<file path="config.mk">
export PLATFORM = sky130hd
export DESIGN_NAME = split_counter
export DESIGN_NICKNAME = d
export VERILOG_FILES = /design/src/rtl/tick_pkg.sv /design/src/rtl/tick_decode.sv /design/src/rtl/tick_counter.sv /design/src/rtl/tick_tracker.sv /design/src/rtl/split_counter.sv
export SDC_FILE = /design/constraint.sdc
export NUM_CORES = 1
export LEC_CHECK = 0
export ABC_AREA = 1
export CAP_MARGIN = 25
export CORE_MARGIN = 8
export CORE_UTILIZATION = 58
export CTS_CLUSTER_DIAMETER = 50
export DETAILED_ROUTE_END_ITERATION = 6
export GPL_TIMING_DRIVEN = 0
export PLACE_DENSITY = 0.84
export SYNTH_ARGS = -nofsm -noshare
export SYNTH_HDL_FRONTEND = slang
export SYNTH_HIERARCHICAL = 1
export SYNTH_SLANG_ARGS = --single-unit
</file>
<file path="constraint.sdc">
create_clock -name clk -period 4.55 [get_ports clk]
set_input_delay 0.91 -clock clk [delete_from_list [all_inputs] [get_ports clk]]
set_output_delay 0.91 -clock clk [all_outputs]
set_load 0.02 [all_outputs]
</file>
<file path="src/rtl/tick_pkg.sv">
package tick_pkg;

  // Classification of one register access
  typedef enum logic [2:0] {
    ACC_IDLE,
    ACC_CTRL_RD,
    ACC_CTRL_WR,
    ACC_LO_RD,
    ACC_HI_RD,
    ACC_DATA_WR,
    ACC_MISC_RD,
    ACC_MISC_WR
  } acc_kind_e;

  localparam int unsigned DEF_CTRL_OFF = 'h103;
  localparam int unsigned DEF_LO_OFF   = 'h104;
  localparam int unsigned DEF_HI_OFF   = 'h105;

  function automatic logic kind_is_read(acc_kind_e k);
    return (k == ACC_CTRL_RD) || (k == ACC_LO_RD) ||
           (k == ACC_HI_RD)   || (k == ACC_MISC_RD);
  endfunction

endpackage

</file>
<file path="src/rtl/tick_decode.sv">
module tick_decode
  import tick_pkg::*;
#(
  parameter int unsigned ADDR_W   = 12,
  parameter int unsigned CTRL_OFF = DEF_CTRL_OFF,
  parameter int unsigned LO_OFF   = DEF_LO_OFF,
  parameter int unsigned HI_OFF   = DEF_HI_OFF
) (
  input  logic              acc_en,
  input  logic              acc_wr,
  input  logic [ADDR_W-1:0] acc_addr,
  output acc_kind_e         kind_o
);
  localparam logic [ADDR_W-1:0] CTRL_A = ADDR_W'(CTRL_OFF);
  localparam logic [ADDR_W-1:0] LO_A   = ADDR_W'(LO_OFF);
  localparam logic [ADDR_W-1:0] HI_A   = ADDR_W'(HI_OFF);

  logic hit_ctrl, hit_lo, hit_hi;

  assign hit_ctrl = (acc_addr == CTRL_A);
  assign hit_lo   = (acc_addr == LO_A);
  assign hit_hi   = (acc_addr == HI_A);

  always_comb begin
    kind_o = ACC_IDLE;
    if (acc_en) begin
      if (acc_wr) begin
        if (hit_ctrl)              kind_o = ACC_CTRL_WR;
        else if (hit_lo || hit_hi) kind_o = ACC_DATA_WR;
        else                       kind_o = ACC_MISC_WR;
      end else begin
        if (hit_ctrl)    kind_o = ACC_CTRL_RD;
        else if (hit_lo) kind_o = ACC_LO_RD;
        else if (hit_hi) kind_o = ACC_HI_RD;
        else             kind_o = ACC_MISC_RD;
      end
    end
  end

endmodule

</file>
<file path="src/rtl/tick_counter.sv">
module tick_counter #(
  parameter int unsigned WORD_W = 32,
  parameter int unsigned SEGS   = 2,
  localparam int unsigned CNT_W = WORD_W * SEGS
) (
  input  logic             clk,
  input  logic             rst,
  input  logic             en_wr,
  input  logic             en_val,
  output logic             en_o,
  output logic [CNT_W-1:0] cnt_o,
  output logic             lo_carry_o
);
  logic              en_q;
  logic [WORD_W-1:0] seg_q [SEGS];
  logic [SEGS:0]     cin;

  always_ff @(posedge clk) begin
    if (rst)        en_q <= 1'b0;
    else if (en_wr) en_q <= en_val;
  end

  assign cin[0] = en_q;

  // One word-wide segment per step of the ripple carry chain
  generate
    for (genvar g = 0; g < SEGS; g++) begin : g_seg
      assign cin[g+1] = cin[g] & (&seg_q[g]);
      assign cnt_o[g*WORD_W +: WORD_W] = seg_q[g];

      always_ff @(posedge clk) begin
        if (rst)         seg_q[g] <= '0;
        else if (cin[g]) seg_q[g] <= seg_q[g] + 1'b1;
      end
    end
  endgenerate

  assign en_o       = en_q;
  assign lo_carry_o = cin[1];

  // a carry out of the low word leaves that word at zero
  p_carry_zeroes_low_r4: assert property (@(posedge clk) disable iff (rst)
    lo_carry_o |=> (cnt_o[WORD_W-1:0] == '0));

  // with counting disabled the count holds
  p_hold_when_off_r2: assert property (@(posedge clk) disable iff (rst)
    (!en_o && !en_wr) |=> $stable(cnt_o));

endmodule

</file>
<file path="src/rtl/tick_tracker.sv">
module tick_tracker
  import tick_pkg::*;
(
  input  logic      clk,
  input  logic      rst,
  input  acc_kind_e kind_i,
  input  logic      evt_i,
  input  logic      carry_i,
  output logic      status_o
);
  logic armed_q;    // a low read has been sampled and no other access has followed
  logic spoiled_q;  // an event or a carry has occurred since that low read
  logic status_q;

  always_ff @(posedge clk) begin
    if (rst) begin
      armed_q   <= 1'b0;
      spoiled_q <= 1'b0;
      status_q  <= 1'b0;
    end else begin
      unique case (kind_i)
        ACC_LO_RD: begin
          armed_q   <= 1'b1;
          spoiled_q <= evt_i | carry_i;
          status_q  <= 1'b0;
        end
        ACC_HI_RD: begin
          // a carry on the high read's own edge is harmless: the old high word is returned
          status_q  <= armed_q & ~spoiled_q & ~evt_i;
          armed_q   <= 1'b0;
          spoiled_q <= 1'b0;
        end
        ACC_IDLE: begin
          spoiled_q <= spoiled_q | evt_i | carry_i;
        end
        default: begin
          armed_q   <= 1'b0;
          spoiled_q <= 1'b0;
        end
      endcase
    end
  end

  assign status_o = status_q;

  // the status can only rise on a high-word read
  p_rise_on_high_r5: assert property (@(posedge clk) disable iff (rst)
    $rose(status_o) |-> $past(kind_i == ACC_HI_RD));

  // a high read with no pair open reports failure
  p_unpaired_high_r6: assert property (@(posedge clk) disable iff (rst)
    (kind_i == ACC_HI_RD && !armed_q) |=> !status_o);

  // an event on the high read's cycle reports failure
  p_event_spoils_r7: assert property (@(posedge clk) disable iff (rst)
    (kind_i == ACC_HI_RD && evt_i) |=> !status_o);

  // a control access closes any open pair
  p_foreign_closes_r8: assert property (@(posedge clk) disable iff (rst)
    (kind_i == ACC_CTRL_RD || kind_i == ACC_CTRL_WR) |=> !armed_q);

  // a control read leaves the status unchanged
  p_ctrl_keeps_status_r12: assert property (@(posedge clk) disable iff (rst)
    (kind_i == ACC_CTRL_RD) |=> $stable(status_o));

endmodule

</file>
<file path="src/rtl/split_counter.sv">
module split_counter
  import tick_pkg::*;
#(
  parameter int unsigned WORD_W   = 32,
  parameter int unsigned ADDR_W   = 12,
  parameter int unsigned CTRL_OFF = DEF_CTRL_OFF,
  parameter int unsigned LO_OFF   = DEF_LO_OFF,
  parameter int unsigned HI_OFF   = DEF_HI_OFF
) (
  input  logic              clk,
  input  logic              rst,
  input  logic              acc_en,
  input  logic              acc_wr,
  input  logic [ADDR_W-1:0] acc_addr,
  input  logic [WORD_W-1:0] acc_wdata,
  input  logic              evt_taken,
  output logic              rd_valid,
  output logic [WORD_W-1:0] rd_data
);
  localparam int unsigned SEGS  = 2;
  localparam int unsigned CNT_W = SEGS * WORD_W;

  acc_kind_e        kind;
  logic             en;
  logic [CNT_W-1:0] cnt;
  logic             lo_carry;
  logic             status;
  logic             unused_wdata;

  assign unused_wdata = ^acc_wdata[WORD_W-1:1];

  tick_decode #(
    .ADDR_W  (ADDR_W),
    .CTRL_OFF(CTRL_OFF),
    .LO_OFF  (LO_OFF),
    .HI_OFF  (HI_OFF)
  ) u_decode (
    .acc_en  (acc_en),
    .acc_wr  (acc_wr),
    .acc_addr(acc_addr),
    .kind_o  (kind)
  );

  tick_counter #(
    .WORD_W(WORD_W),
    .SEGS  (SEGS)
  ) u_counter (
    .clk       (clk),
    .rst       (rst),
    .en_wr     (kind == ACC_CTRL_WR),
    .en_val    (acc_wdata[0]),
    .en_o      (en),
    .cnt_o     (cnt),
    .lo_carry_o(lo_carry)
  );

  tick_tracker u_tracker (
    .clk     (clk),
    .rst     (rst),
    .kind_i  (kind),
    .evt_i   (evt_taken),
    .carry_i (lo_carry),
    .status_o(status)
  );

  always_ff @(posedge clk) begin
    if (rst) begin
      rd_valid <= 1'b0;
      rd_data  <= '0;
    end else begin
      rd_valid <= kind_is_read(kind);
      unique case (kind)
        ACC_CTRL_RD: rd_data <= {status, {(WORD_W-2){1'b0}}, en};
        ACC_LO_RD:   rd_data <= cnt[WORD_W-1:0];
        ACC_HI_RD:   rd_data <= cnt[CNT_W-1 -: WORD_W];
        default:     rd_data <= '0;
      endcase
    end
  end

  // every response follows a read request by one cycle
  p_rsp_after_read_r3: assert property (@(posedge clk) disable iff (rst)
    rd_valid |-> $past(acc_en && !acc_wr));

  // the bits between enable and status read as zero
  p_ctrl_gap_zero_r2: assert property (@(posedge clk) disable iff (rst)
    (rd_valid && $past(kind == ACC_CTRL_RD)) |-> (rd_data[WORD_W-2:1] == '0));

  // unmapped reads return zero
  p_misc_zero_r11: assert property (@(posedge clk) disable iff (rst)
    (rd_valid && $past(kind == ACC_MISC_RD)) |-> (rd_data == '0));

  // a write to a data word causes no jump in the count
  p_data_wr_no_jump_r10: assert property (@(posedge clk) disable iff (rst)
    (kind == ACC_DATA_WR && !en) |=> $stable(cnt));

endmodule

</file>
# [Word-level counts from Yosys, hierarchy flattened]
# Memory sizes are Yosys's and may differ from the RTL's.
# Cells that the tools add are included.
# Widths: inputs -> output; s select.
[word_totals] input_bits=49 wordCells=55 mem_count=1 reg_bits=37 mem_bits_rw=64 out_inout_bits=33
[classes] bitwise_logic=10 addsub=2 muxes=21 n_reduce_logical=7 eq_ne=8
[memory_table] memory="u_counter.seg_q" depth=2 word_bits=32 rd=2 rd_ports_with_merged_regs=0 write_ports=2 line_no="tick_counter.sv:15" text="logic [WORD_W-1:0] seg_q [SEGS];"
[ops] operator="$pmux 32 s3" count=1
[ops] operator="$add 32x1->32 const B" count=2
[ops] operator="$mux 32" count=2
[ops] operator="$eq 12x9->1 const B" count=3
[ops] operator="$reduce_and 32->1" count=1
[ops] operator="$mux 3" count=5
[ops] operator="$mux 1" count=8
[ops] operator="$eq 3x2->1 const B" count=2
[ops] operator="$eq 3x3->1 const B" count=2
[ops] operator="$pmux 1 s2" count=3
[ops] operator="$or 1x1->1" count=5
[ops] operator="$logic_or 1x1->1" count=4
[ops] operator="$mux 2" count=2
[ops] operator="$and 1x1->1" count=3
[ops] operator="$eq 3x1->1 const B" count=1
[ops] operator="$logic_not 3->1" count=1
[ops] operator="$not 1->1" count=2
[ops] operator="$reduce_bool 2->1" count=1

# [Longest topological paths before layout]
# Gate-level depths: netlist of the first run.
[logic_depth] ltp_word=10 mapped_depth=14 mapped_depth_nobuf=14

# [Cells and area by module]
# The synthesis of the first run kept the hierarchy.
[by_module_without_submodules] mod="tick_counter" n_inst=1 seq_area_each_um2=1941.9 area_per_inst_um2=4092.7 cells_per_inst=521
[by_module_without_submodules] mod="split_counter" n_inst=1 seq_area_each_um2=660.6 area_per_inst_um2=1607.8 cells_per_inst=158
[by_module_without_submodules] mod="tick_decode" n_inst=1 seq_area_each_um2=0.0 area_per_inst_um2=201.4 cells_per_inst=43
[by_module_without_submodules] mod="tick_tracker" n_inst=1 seq_area_each_um2=60.1 area_per_inst_um2=176.4 cells_per_inst=30

# [Worst setup path after synthesis of the first run]
# OpenSTA, ideal clock, no wires.
[synth_timing] path_kind="input -> register" start="in acc_addr[10]" end="reg rd_data[9]" setup_slack_ps=2127 arrival_time_ps=2352 cell_stages=13 path_buffers=1 setup_ps=71 required_time_ps=4479 path_cell_list="inv_1 -> nand2_1 -> nor2_4 -> nand3_1 -> nand2_1 -> nand2_1 -> nand2_1 -> nor2_1 -> inv_2 -> nor2_8 -> buf_12 -> nand2_4 -> a21oi_2"
[synth_via] elab_chain_len=8 word_cells_on_any_way=15 cone_classes="eq/ne: 6; mux: 8; reduce/logical: 1"
[synth_lines] item="start: declaration" line_no="split_counter.sv:14" text="input logic [ADDR_W-1:0] acc_addr,"
[synth_lines] item="$eq 12x9->1 (on tied branches)" line_no="tick_decode.sv:22, tick_decode.sv:21"
[synth_lines] item="$mux 2 / $logic_or 1x1->1 (equally long branches)" line_no="tick_decode.sv:34, tick_decode.sv:29"
[synth_lines] item="$mux 3 / $mux 2 (equally long branches)" line_no="tick_decode.sv:33, tick_decode.sv:29"
[synth_lines] item="$mux 3 (on tied branches)" line_no="tick_decode.sv:32, tick_decode.sv:28"
[synth_lines] item="$mux 3 (*)" line_no="tick_decode.sv:27" text="if (acc_wr) begin"
[synth_lines] item="$mux 3 (*)" line_no="tick_decode.sv:26" text="if (acc_en) begin"
[synth_lines] item="via kind[1]" line_no="split_counter.sv:23" text="acc_kind_e kind;"
[synth_lines] item="$eq 3x3->1, or another cell as far along" line_no="split_counter.sv:72" text="unique case (kind)"
[synth_lines] item="$pmux 32 s3 (*)" line_no="split_counter.sv:72"
[synth_lines] item="end signal: assignment" line_no="split_counter.sv:73" text="ACC_CTRL_RD: rd_data <= {status, {(WORD_W-2){1'b0}}, en};"
[synth_lines] item="end signal: assignment" line_no="split_counter.sv:74" text="ACC_LO_RD: rd_data <= cnt[WORD_W-1:0];"
[synth_lines] item="end signal: assignment" line_no="split_counter.sv:75" text="ACC_HI_RD: rd_data <= cnt[CNT_W-1 -: WORD_W];"
[synth_lines] item="end: declaration" line_no="split_counter.sv:18" text="output logic [WORD_W-1:0] rd_data"
# Mark *: on every way through the listed nets, which the timed path passes. The rest lies on a longest branch.
# A chain may end at the register's enable or synchronous reset.

# [Worst setup path in the final report of the first run]
[layout_timing] start="in acc_addr[10]" end="reg rd_data[29]"
# The elaborated chain is that of the path after synthesis.

==> results.ini, run 1 <==
[status]
outcome=completed

[sta]
setup_tns_ps=0
clock_skew_ps=10.7
rsz0062_at_grt=no
holdWs_ps=490
max_freq_mhz=354
post-route-min-period_ps=2820
setup_violations=0
slew_violations=0
relSlewSlack=0.503
setup_ws_ps=1730
hold_viol_final=0
tightest_slew_ps=744
finalCritPeriodShare=0.621

[layout]
syn_to_final_growth_pct=15.0
drive_gt1_frac=0.195
n_antenna_cell=0
fin_util=0.683
layout_commonest_cell=nand2_1
finalInstanceArea_um2=6990
finalNonFillerCells=956
final_cell_mix=nand2_1 (208), nor2_1 (125), inv_1 (68)
nNetsFinal=866

[synthesis]
seq_area_frac_synth=0.438
synth_top_area_cell=edfxtp_1
synth_ff_type=edfxtp_1
synth_edf_count=64
synth_top_area_frac=0.316
synth_area_um2=6080
yosys_warnings=6
ys_ff_latch=101
syn_avg_cell_area_um2=8.08
yosysUniqueCellTypes=36
syn_nets=803
netlist_top_cells_area=edfxtp_1 (32%), nand2_1 (13%), dfxtp_1 (12%), nor2_1 (7.7%), nand2_4 (5.7%)
synthCells=752
ys_async_sr_fraction=0

[power]
comb_power_share=0.094
p_leak_nw=2.76
power_frac_seq=0.595
power_mw=1.78
switching_share=0.252
p_int_mw=1.33
clockPowerShare=0.311
p_sw_uw=448
peakVddDrop_uv=212
power.density_nw_per_um2=254

[global_routing]
grt_max_degree=21
antenna_found_initial=0
grt_pass1_wl_mm=23.7
grt_overflow_total=0
grt_pass1_vias=4912
grt_usage=0.207

[setup_path]
startpoint=acc_addr[10]
worst_ep_required_time_ps=4840
cp_max_fo=10
regToRegStartpoint=u_counter/seg_q[0][1]$_SDFFCE_PN0P_
slowest_stage=nor2_1
path_cells=clkdlybuf4s50_1, inv_1, nand2_1, nor2_4, nand3_1, nand2_1, nand2_1, nand2_1, nor2_1, inv_2, nor2_8, buf_12, nand2_4, a21oi_2
crit_type=in -> reg
crit_arrival_ps=3120
cpPeakStageDelay_ps=530
crit_path_end_kind=flop
crit_path_frequent_cell=nand2_1
startpoint_type=input pin

[floorplan]
rows=37
die_w_um=118
die-area_um2=14000
fp.coreArea_um2=10200
die_h_um=118
io-pin-count=82
start_util=0.594

[clocking]
cts_setup_buffers=0
postCtsHoldBufs=0
cts_resized=0
h-tree-depth=3
cts_buffers=9
clk_pin_slew_ps=90
clk_path_buf_depth=2
cts_tree=yes
insertion_delay_ps=370
root_buffer=clkbuf_8
clock_sinks=101

[placed_design]
dpl.hpwl_mm=11.4
place.gp.congestion=0.945
pre_cts_slack_ps=1340
post_dp_cell_area_um2=6800
dp_cells=940
port_buffers=50

[drt]
post_drt_wl_per_cell_um=15.2
dr.pass1.iters=5
ant_nets=0
vias_per_cell=5.34
drt_iter0_markers=392
wl_mm=14.5
drc=0
vias=5105

[hold_path]
hold_start=u_tracker/armed_q$_SDFFE_PP0P_
min-delay-path-class=reg -> reg

[job]
cap_violations=0

==> power groups by stage <==
stage	Sequential (mW)	Clock, mW	Combinational [mW]
floorplan	1.07	0	0.0989
finish	1.06	0.552	0.168
global route	1.06	0.597	0.183
CTS	1.05	0.564	0.168
detailed placement	1.08	0	0.167
global placement	1.08	0	0.154
==> final timing paths <==
kind	to	slack [ps]	cells after the start
worst max-delay path	rd_data[29]$_SDFF_PP0_	1730	14
worst min-delay path	u_tracker/armed_q$_SDFFE_PP0P_	490	2
worst max register to register	u_counter/seg_q[1][24]$_SDFFCE_PN0P_	1890	10
worst min register to register	u_tracker/armed_q$_SDFFE_PP0P_	490	2
==> sequential cells by signal, indices dropped and copies added, names as in the netlist <==
| signal | cells |
|---|---|
| u_tracker/spoiled_q | 1 |
| rd_valid | 1 |
| rd_data | 32 |
| u_tracker/status_o | 1 |
| u_tracker/armed_q | 1 |
| u_counter/en_o | 1 |
| u_counter/seg_q | 64 |
==> kinds of logic (layout without fill, tap and decap cells) <==
kind of cell / count (synthesis) / count (layout) / synth area share
and+or+nand+nor: 468 / 468 / 0.378
DFF: 101 / 101 / 0.438
buffers and inverters: 90 / 158 / 0.0698
AOI/OAI and AO/OA: 76 / 76 / 0.0885
xor gates and xnor gates: 15 / 15 / 0.0216
adders and majority gates: 2 / 2 / 0.00412
==> metal layers <==
| metal | up-vias | share of wire | GRT usage |
|---|---|---|---|
| li1 | 2513 | - | - |
| met2 | 178 | 0.50 | 0.365 |
| met4 | 0 | 0.020 | 0.0798 |
| met1 | 2390 | 0.42 | 0.250 |
| met5 | - | 0 | 0 |
| met3 | 24 | 0.057 | 0.0328 |
==> worst max-delay path, delay by kind of cell <==
| family | cells | cell delay, ps |
|---|---|---|
| buf+inv | 4 | 860 |
| compound gates | 1 | 160 |
| simple gates | 9 | 1180 |
==> synthesized netlist by cell type (2+ instances only) <==
library cell,n
a21oi_1,26
a21oi_2,38
buf_12,3
buf_2,6
buf_6,4
clkbuf_1,2
dfxtp_1,37
edfxtp_1,64
ha_1,2
inv_1,68
inv_2,5
nand2_1,208
nand2_2,10
nand2_4,31
nand3_1,38
nand3_2,2
nand4_1,4
nor2_1,125
nor2_2,31
nor2_4,8
nor2_8,2
o21a_1,5
o21ai_0,5
or2_2,3
xnor2_1,10
xor2_1,5
==> cell type report <==
class | instances | area (µm²)
Multi-Input combinational cell | 561 | 2990
Clock buffer | 12 | 135
Sequential cell | 101 | 2660
Buffer | 16 | 146
Fill cell | 826 | 3240
Inverter | 74 | 278
Tap cell | 136 | 170
Timing Repair Buffer | 52 | 556
Clock inverter | 4 | 48.8
No activity file was read; power rests on OpenSTA's default activity.
==> run 2, diff against run 1 <==
--- a/config.mk
+++ b/config.mk
@@ -8,11 +8,11 @@
 export ABC_AREA = 1
 export CAP_MARGIN = 25
 export CORE_MARGIN = 8
-export CORE_UTILIZATION = 58
+export CORE_UTILIZATION = 50
 export CTS_CLUSTER_DIAMETER = 50
 export DETAILED_ROUTE_END_ITERATION = 6
 export GPL_TIMING_DRIVEN = 0
-export PLACE_DENSITY = 0.84
+export PLACE_DENSITY = 0.77
 export SYNTH_ARGS = -nofsm -noshare
 export SYNTH_HDL_FRONTEND = slang
 export SYNTH_HIERARCHICAL = 1
==> constraint.sdc (replaced) <==
create_clock -name clk -period 2.4 [get_ports clk]
set_input_delay 0.48 -clock clk [delete_from_list [all_inputs] [get_ports clk]]
set_output_delay 0.48 -clock clk [all_outputs]
set_load 0.02 [all_outputs]
==> run 2 against run 1 <==
Effect of this change:
- hold slack improved by 2.5 ps
- sequential power up 89%
- non-clock buffer count is 1 higher
- combinational power is 88% higher
- final area grew 1.6%
- first-iteration DRC count rose by 1.8%
- cell count is 1.3% higher
- global-route usage down 2.6 points
- critical path type unchanged
==> results.ini, run 2 (synthesis gave the netlist of run 1 again) <==
[layout]
nNetsFinal=867
reg_top3=u_counter/seg_q (64), rd_data (32)
final_cell_mix=nand2_1 (207), nor2_1 (123), inv_1 (68)
layout_commonest_cell=nand2_1
finalInstanceArea_um2=7100
n_antenna_cell=0
fill_cells=1038
drive_gt1_frac=0.203
syn_to_final_growth_pct=16.9
largest_register_ffs=64
top_register=u_counter/seg_q
finalNonFillerCells=968

[drt]
wl_mm=13.8
vias_per_cell=5.08
post_drt_wl_per_cell_um=14.3
drt_iter0_markers=399
vias=4915
dr.pass1.iters=5
drc=0
ant_nets=0

[sta]
holdWs_ps=492
relSlewSlack=0.382
clock_skew_ps=8.19
setup_violations=0
tightest_slew_ps=924
post-route-min-period_ps=2240
finalCritPeriodShare=0.934
slew_violations=0
hold_viol_final=0
rsz0062_at_grt=yes
max_freq_mhz=446

[setup_path]
regToRegStartpoint=u_counter/seg_q[0][1]$_SDFFCE_PN0P_
rrSetupSlack_ps=190
crit_path_end_kind=flop
rr_worst_depth=10
worst_ep_required_time_ps=2690
cp_max_fo=10
crit_arrival_ps=2530
startpoint_type=input pin
r2r-end=u_counter/seg_q[1][15]$_SDFFCE_PN0P_
crit_type=in -> reg

[placed_design]
port_buffers=50
dpl.hpwl_mm=10.7
post_dp_cell_area_um2=6810
dp_cells=951
place.gp.congestion=0.859

[job]
cap_violations=0

[floorplan]
io-pin-count=82
rows=40
die_h_um=126
fp.coreArea_um2=12000
die_w_um=126
die-area_um2=15900
start_util=0.508

[clocking]
clock_sinks=101
clk_pin_slew_ps=70
h-tree-depth=3
root_buffer=clkbuf_16
cts_buffers=9
insertion_delay_ps=360
cts_tree=yes
clk_path_buf_depth=2

[power]
p_leak_nw=2.81
power.density_nw_per_um2=523
peakVddDrop_uv=327

[hold_path]
min-delay-path-class=reg -> reg
whs_endpoint=u_tracker/armed_q$_SDFFE_PP0P_
min_path_cells=2
hold_start=u_tracker/armed_q$_SDFFE_PP0P_

[global_routing]
grt_usage=0.181
grt_pass1_wl_mm=22.8
grt_max_degree=23
antenna_found_initial=0
grt_pass1_vias=4609
grt_overflow_total=0

[status]
outcome=completed

==> run 2: cell count changes in the layout (fill, tap and decap cells not counted), moves of 2 or more <==
cell,before,now
clkbuf_16,0,9
clkbuf_1,5,2
nor2_2,31,33
nor2_1,125,123
inv_4,1,4
clkbuf_8,9,0
==> run 2: per-layer routing <==
layer,GRT usage,vias up,part of all wire
met3,0.0342,19,0.044
li1,-,2518,-
met1,0.229,2260,0.46
met4,0.0722,0,0.020
met2,0.299,118,0.48
met5,0,-,0
==> run 2: area by class of cell <==
cell class	instances	area, µm²	area share
Multi-Input combinational cell	561	3000	0.423
Sequential cell	101	2660	0.375
Clock inverter	7	52.6	0.00740
Timing Repair Buffer	53	551	0.0775
Tap cell	147	184	0.0259
Clock buffer	9	225	0.0317
Buffer	16	146	0.0206
Inverter	74	278	0.0391
==> run 2: worst max-delay path by stage <==
stage	cells past startpoint	to	start
3_3_place_gp	9	u_counter/seg_q[1][16]$_SDFFCE_PN0P_	u_counter/seg_q[0][1]$_SDFFCE_PN0P_
6_report	13	rd_data[30]$_SDFF_PP0_	acc_addr[0]
3_5_place_dp	14	rd_data[14]$_SDFF_PP0_	acc_addr[4]
2_1_floorplan	9	u_counter/seg_q[1][0]$_SDFFCE_PN0P_	u_counter/seg_q[0][1]$_SDFFCE_PN0P_
4_1_cts	10	u_counter/seg_q[1][16]$_SDFFCE_PN0P_	u_counter/seg_q[0][1]$_SDFFCE_PN0P_
5_1_grt	11	rd_data[27]$_SDFF_PP0_	acc_addr[0]
==> run 2: worst max-delay path, stage by stage <==
cell and delay (ps):
clkdlybuf4s50_1 510, nand2_1 90, nor2_2 150, nand3_2 110, nand2_1 80, nor2_1 50
nor2_2 230, buf_6 170, nand2_2 100, nor2_8 150, buf_12 190, nand2_4 60
a21oi_2 170
==> run 2: stage by stage <==
step                utilization  setup WS [ps]  total power [mW]  TNS [ps]
floorplan                     -           55.3              2.22         0
global placement          0.565           -566              2.34    -36020
detailed placement        0.569           -349              2.35    -15730
CTS                       0.592           20.1              3.75         0
global route              0.594          -22.5              3.85     -71.3
finish                    0.594            158              3.71         0
==> run 2: power by group <==
part	switching [mW]	total, mW	internal (mW)
sequential	0.0898	2.00	1.91
clock	0.684	1.40	0.716
combinational	0.191	0.315	0.124
total	0.965	3.71	2.75
==> run 2: timing repair <==
action                     in CTS  in global routing
gates cloned                    0                  0
pin swaps                       0                  1
hold buffers                    0                  0
setup endpoints to repair      22                 53
buffers inserted                0                  1
resized for setup               1                  3
